<file path="src/rtl/cal_alarm_pkg.sv">
package cal_alarm_pkg;
  localparam int unsigned DW = 8;
  localparam int unsigned AW = 3;
  localparam int unsigned NDAYS = 7;
  localparam int unsigned NBCD = 3;  // minute, hour, day

  typedef enum logic [AW-1:0] {
    A_MIN  = 3'd0,
    A_HOUR = 3'd1,
    A_DAY  = 3'd2,
    A_WDAY = 3'd3,
    A_CTRL = 3'd4
  } reg_addr_e;

  localparam int unsigned CTL_AIE  = 0;
  localparam int unsigned CTL_TIE  = 1;
  localparam int unsigned CTL_FOE  = 2;
  localparam int unsigned CTL_FLAG = 3;
  localparam int unsigned CTLW     = 3;
endpackage

</file>
<file path="src/rtl/cal_alarm_regs.sv">
module cal_alarm_regs
  import cal_alarm_pkg::*;
#(
  parameter int unsigned W = DW,
  parameter int unsigned A = AW
) (
  input  logic          clk_i,
  input  logic          rst_ni,
  input  logic          wr_en_i,
  input  logic [A-1:0]  wr_addr_i,
  input  logic [W-1:0]  wr_data_i,
  input  logic [A-1:0]  rd_addr_i,
  input  logic          flag_i,
  output logic [W-1:0]  rd_data_o,
  output logic [W-1:0]  al_min_o,
  output logic [W-1:0]  al_hour_o,
  output logic [W-1:0]  al_day_o,
  output logic [W-1:0]  al_wday_o,
  output logic [CTLW-1:0] ctrl_o,
  output logic          clr_o
);
  localparam logic [W-1:0] IGN_RST = W'(1) << (W - 1);
  localparam int unsigned PADW = W - CTLW - 1;

  logic [W-1:0] min_q, hour_q, day_q, wday_q;
  logic [CTLW-1:0] ctrl_q;

  always_ff @(posedge clk_i or negedge rst_ni) begin
    if (!rst_ni) begin
      min_q  <= IGN_RST;
      hour_q <= IGN_RST;
      day_q  <= IGN_RST;
      wday_q <= IGN_RST;
      ctrl_q <= '0;
    end else if (wr_en_i) begin
      case (wr_addr_i)
        A_MIN:  min_q  <= wr_data_i;
        A_HOUR: hour_q <= wr_data_i;
        A_DAY:  day_q  <= wr_data_i;
        A_WDAY: wday_q <= wr_data_i;
        A_CTRL: ctrl_q <= wr_data_i[CTLW-1:0];
        default: ;
      endcase
    end
  end

  assign clr_o = wr_en_i && (wr_addr_i == A_CTRL) && !wr_data_i[CTL_FLAG];

  always_comb begin
    case (rd_addr_i)
      A_MIN:   rd_data_o = min_q;
      A_HOUR:  rd_data_o = hour_q;
      A_DAY:   rd_data_o = day_q;
      A_WDAY:  rd_data_o = wday_q;
      A_CTRL:  rd_data_o = {{PADW{1'b0}}, flag_i, ctrl_q};
      default: rd_data_o = '0;
    endcase
  end

  assign al_min_o  = min_q;
  assign al_hour_o = hour_q;
  assign al_day_o  = day_q;
  assign al_wday_o = wday_q;
  assign ctrl_o    = ctrl_q;
endmodule

</file>
<file path="src/rtl/cal_field_cmp.sv">
module cal_field_cmp #(
  parameter int unsigned W = 8
) (
  input  logic [W-1:0] alarm_i,
  input  logic [W-1:0] time_i,
  output logic         hit_o
);
  // bit W-1 of the alarm byte means "ignore"
  assign hit_o = alarm_i[W-1] || ({1'b0, alarm_i[W-2:0]} == time_i);
endmodule

</file>
<file path="src/rtl/cal_wday_cmp.sv">
module cal_wday_cmp #(
  parameter int unsigned W     = 8,
  parameter int unsigned NDAYS = 7,
  localparam int unsigned IW   = $clog2(NDAYS + 1),
  localparam int unsigned NPAD = 1 << IW
) (
  input  logic [W-1:0]  mask_i,
  input  logic [IW-1:0] idx_i,
  output logic          hit_o
);
  logic [NPAD-1:0] sel;
  always_comb begin
    sel = '0;
    sel[NDAYS-1:0] = mask_i[NDAYS-1:0];
  end
  assign hit_o = mask_i[W-1] || sel[idx_i];
endmodule

</file>
<file path="src/rtl/cal_alarm_flag.sv">
module cal_alarm_flag (
  input  logic clk_i,
  input  logic rst_ni,
  input  logic tick_i,
  input  logic hit_i,
  input  logic clr_i,
  output logic flag_o
);
  always_ff @(posedge clk_i or negedge rst_ni) begin
    if (!rst_ni)              flag_o <= 1'b0;
    else if (tick_i && hit_i) flag_o <= 1'b1;  // set beats clear
    else if (clr_i)           flag_o <= 1'b0;
  end
endmodule

</file>
<file path="src/rtl/cal_alarm_unit.sv">
module cal_alarm_unit
  import cal_alarm_pkg::*;
#(
  parameter int unsigned W  = DW,
  parameter int unsigned A  = AW,
  parameter int unsigned ND = NDAYS,
  localparam int unsigned IW = $clog2(ND + 1)
) (
  input  logic          clk_i,
  input  logic          rst_ni,
  input  logic          wr_en_i,
  input  logic [A-1:0]  wr_addr_i,
  input  logic [W-1:0]  wr_data_i,
  input  logic [A-1:0]  rd_addr_i,
  output logic [W-1:0]  rd_data_o,
  input  logic          tick_min_i,
  input  logic [W-1:0]  min_i,
  input  logic [W-1:0]  hour_i,
  input  logic [IW-1:0] wday_i,
  input  logic [W-1:0]  day_i,
  output logic          irq_n_o,
  output logic          irq_oe_o
);
  logic [W-1:0] al_min, al_hour, al_day, al_wday;
  logic [CTLW-1:0] ctrl;
  logic clr, flag, wday_hit, all_hit, unsupported;
  logic [W-1:0] al_arr [NBCD];
  logic [W-1:0] tm_arr [NBCD];
  logic [NBCD-1:0] bcd_hit;

  cal_alarm_regs #(.W(W), .A(A)) u_regs (
    .clk_i, .rst_ni, .wr_en_i, .wr_addr_i, .wr_data_i, .rd_addr_i,
    .flag_i(flag), .rd_data_o,
    .al_min_o(al_min), .al_hour_o(al_hour), .al_day_o(al_day),
    .al_wday_o(al_wday), .ctrl_o(ctrl), .clr_o(clr)
  );

  assign al_arr[0] = al_min;  assign tm_arr[0] = min_i;
  assign al_arr[1] = al_hour; assign tm_arr[1] = hour_i;
  assign al_arr[2] = al_day;  assign tm_arr[2] = day_i;

  for (genvar g = 0; g < NBCD; g++) begin : g_bcd
    cal_field_cmp #(.W(W)) u_cmp (
      .alarm_i(al_arr[g]), .time_i(tm_arr[g]), .hit_o(bcd_hit[g])
    );
  end

  cal_wday_cmp #(.W(W), .NDAYS(ND)) u_wday (
    .mask_i(al_wday), .idx_i(wday_i), .hit_o(wday_hit)
  );

  // a compare with neither minute nor hour taking part is not armed
  assign unsupported = al_min[W-1] && al_hour[W-1];
  assign all_hit     = (&bcd_hit) && wday_hit && !unsupported;

  cal_alarm_flag u_flag (
    .clk_i, .rst_ni, .tick_i(tick_min_i), .hit_i(all_hit), .clr_i(clr),
    .flag_o(flag)
  );

  logic irq_act;
  assign irq_act  = flag && ctrl[CTL_AIE] && !ctrl[CTL_TIE] && !ctrl[CTL_FOE];
  assign irq_oe_o = irq_act;
  assign irq_n_o  = !irq_act;
endmodule

</file>
<file path="config.mk">
export PLATFORM = sky130hd
export DESIGN_NAME = cal_alarm_unit
export DESIGN_NICKNAME = d
export VERILOG_FILES = /design/src/rtl/cal_alarm_pkg.sv /design/src/rtl/cal_alarm_regs.sv /design/src/rtl/cal_field_cmp.sv /design/src/rtl/cal_wday_cmp.sv /design/src/rtl/cal_alarm_flag.sv /design/src/rtl/cal_alarm_unit.sv
export SDC_FILE = /design/constraint.sdc
export NUM_CORES = 1
export LEC_CHECK = 0
export CAP_MARGIN = 20
export CORE_ASPECT_RATIO = 1.2
export CORE_MARGIN = 2
export CORE_UTILIZATION = 33
export DETAILED_ROUTE_END_ITERATION = 10
export PLACE_DENSITY = 0.6
export SLEW_MARGIN = 25
export SYNTH_ARGS = -nofsm -noshare
export SYNTH_HDL_FRONTEND = slang
export SYNTH_SLANG_ARGS = --single-unit
</file>
<file path="constraint.sdc">
create_clock -name clk_i -period 1.3 [get_ports clk_i]
set_input_delay 0.13 -clock clk_i [delete_from_list [all_inputs] [get_ports clk_i]]
set_output_delay 0.13 -clock clk_i [all_outputs]
set_load 0.05 [all_outputs]
</file>
==> run_results.csv <==
group,metric,value,unit
status,status,"finished, violations left",
status,violations,"negative setup slack",
logic_synthesis,synth.most_common_cell,"mux2_2",
timing,rsz0062_at_grt,"yes",
timing,whs,0.216,ns
floorplan,ios,55,
setup_path,critPathSlowestCell,"mux4_2",
drt,routed_wirelength,5650,um
clock_tree,hold_buffers,0,
setup_path,worstPathRequired,1.17,ns
setup_path,end_kind,"output port",
clock_tree,cts_max_level,2,
logic_synthesis,async_flop_share,1.00,
timing,maxClockFrequency,602,MHz
logic_synthesis,yosysWarnings,0,
hold_path,hp-class,"in -> async",
grt,grt_util_all_layers,0.184,
clock_tree,cts_root_buf,"clkbuf_8",
logic_synthesis,syn_nets,205,
placed_design,gp_congestion,0.816,
clock_tree,cts_buffers,5,
drt,vias_per_cell,4.85,
final_layout,utilization,0.550,
logic_synthesis,yosys-top-cells-count,"mux2_2, dfrtp_1, xnor2_1, mux2i_1, xor2_1",
setup_path,crit_top_cell,"buf_6",
timing,fin_ws,-0.362,ns
timing,skew,0.00344,ns
final_layout,area_delta_synth_final,63.2,%
timing,worstMarginPinSlew,0.277,ns
setup_path,crit_path_max_incr_delay,0.46,ns
timing,period_minus_slack,1.66,ns
setup_path,r2r-end,"u_flag.flag_o",
setup_path,crit_chain,"buf_6, mux4_2, inv_2, o21ai_2, buf_6",
timing,slew_viol_final,0,
setup_path,worstSetupPathType,"reg -> out",
floorplan,start_util,0.337,
logic_synthesis,ys_types,30,
setup_path,cp_data_arrival_time,1.53,ns
grt,grt_overflow,0,
drt,drt_pass1_iterations,6,
floorplan,coreArea,5930,sq um
logic_synthesis,synth_edf_count,0,
placed_design,dp.cells,315,
grt,grt_pass1_wl,8850,um
setup_path,cp_top_family,"multiplexers",
timing,hold_viol,0,
grt,grt_start_max_net_pins,37,
placed_design,io_buffer_count,54,
power,leakage,0.00138,uW
setup_path,path_max_fanout,2,
power,peakVddDrop,0.686,mV
drt,routedWlPerCell,16.7,um
setup_path,crit_buf_inv,3,
floorplan,row_count,31,
floorplan,die_x,75.1,um
clock_tree,cts_tree,"built",
clock_tree,cts.path.max_buffers,2,
logic_synthesis,seq_area_frac_synth,0.453,
timing,setup_viol,10,
setup_path,ff2ff_path_depth,6,
floorplan,die_height,89.3,um
grt,grt_antenna_before_repair,0,
logic_synthesis,synthCells,160,
logic_synthesis,synth.area.top_cells,"dfrtp_1, mux2_2, xnor2_1",
timing,fin_crit_sh,1.28,
drt,num_vias,1638,
placed_design,postPlaceCellArea,2920,sq um
logic_synthesis,syn_area,2000,sq um
clock_tree,clk_latency,0.29,ns
floorplan,dieArea,6700,sq um
power,power.total,4120,uW
job,drv_cap,0,
logic_synthesis,ys_seq_elements,36,
final_layout,design_area,3260,sq um
final_layout,fin_nets,300,
final_layout,final_cells,338,
clock_tree,clkTransAtPathRegs,0.07,ns
logic_synthesis,syn_area_per_cell,12.5,sq um
logic_synthesis,yosys.area.top_type,"dfrtp_1",
final_layout,antenna_cells,0,
setup_path,ff2ff_setup_slack,-0.17,ns
grt,grt_pass1_vias,1773,
clock_tree,cts.sinks,36,
setup_path,rr_startpoint,"u_regs.al_day_o[0]",
setup_path,start_kind,"flop",
final_layout,drive_gt1_frac,0.469,
logic_synthesis,synth_top_area_share,0.400,
drt,drc,0,
power,power_density,1260,nW/um^2
drt,ant_nets,0,
placed_design,post-dp-hpwl,4200,um
logic_synthesis,ys.flop_type,"dfrtp_1",
drt,first_iter_violations,54,
timing,relSlewSlack,0.813,
==> per-stage QoR <==
step	setup TNS (ns)	worst slack, ns
3_3_place_gp	-11.66	-0.445
2_1_floorplan	-0.475	-0.174
3_5_place_dp	-12.19	-0.454
6_report	-2.26	-0.362
5_1_grt	-2.74	-0.403
4_1_cts	-2.36	-0.374
==> power breakdown <==
part	switching, uW	internal, uW
Clock	405	484
Sequential	206	1390
Combinational	672	966
==> layout by cell type (no fill, tap or decap), drive strengths merged, types with 5 or more instances in the layout <==
cell,synthesis,layout
buf,3,48
clkbuf,1,8
clkdlybuf4s50,0,37
dfrtp,32,32
dlygate4sd2,0,5
mux2,34,34
mux2i,9,9
mux4,5,5
nor2,6,6
nor2b,6,6
xnor2,13,13
xor2,8,8
==> layout make-up <==
cell class | count | area [sq um]
clock buffer | 8 | 100
sequential | 36 | 906
tap | 82 | 103
fill | 532 | 2670
timing repair buffer | 92 | 968
multi-input combinational | 116 | 1170
inverter | 4 | 18.8
==> sequential cells by signal, summed over array words and instances, names as in the netlist <==
| signal | flops |
|---|---|
| u_regs.al_wday_o | 8 |
| u_regs.al_hour_o | 8 |
| u_regs.al_day_o | 8 |
| u_regs.al_min_o | 8 |
| u_regs.ctrl_o | 3 |
| u_flag.flag_o | 1 |
==> repair_timing <==
item                                    4_1_cts  5_1_grt
endpoints found under the setup margin       18       21
buffers inserted                             13        2
resized for setup                            29        7
pin swaps                                     9        6
==> worst max-delay path by stage <==
stage / from / to / slack (ns) / cells after the start
final: u_regs.al_day_o[0] / rd_data_o[0] / -0.36 / 5
after global routing: u_regs.al_day_o[4] / rd_data_o[4] / -0.40 / 4
after CTS: u_regs.al_day_o[0] / rd_data_o[0] / -0.37 / 5
after detailed placement: rd_addr_i[0] / rd_data_o[6] / -0.45 / 5
after global placement: rd_addr_i[0] / rd_data_o[6] / -0.45 / 5
after floorplan: rd_addr_i[2] / rd_data_o[1] / -0.17 / 4
==> kinds of logic (layout without fill, tap and decap cells) <==
logic type | Yosys count | after routing | synth area share
compound gates | 15 | 15 | 0.0444
buf+inv | 8 | 104 | 0.0169
flops | 36 | 36 | 0.453
mux | 48 | 48 | 0.293
xor+xnor | 21 | 21 | 0.0919
simple gates | 32 | 32 | 0.101
==> metal layers <==
layer / GRT usage / part of all wire
met5: 0 / 0
met4: 0.0649 / 0.022
met3: 0.0271 / 0.036
met2: 0.314 / 0.51
met1: 0.234 / 0.43
No activity file was read; power rests on OpenSTA's default activity.
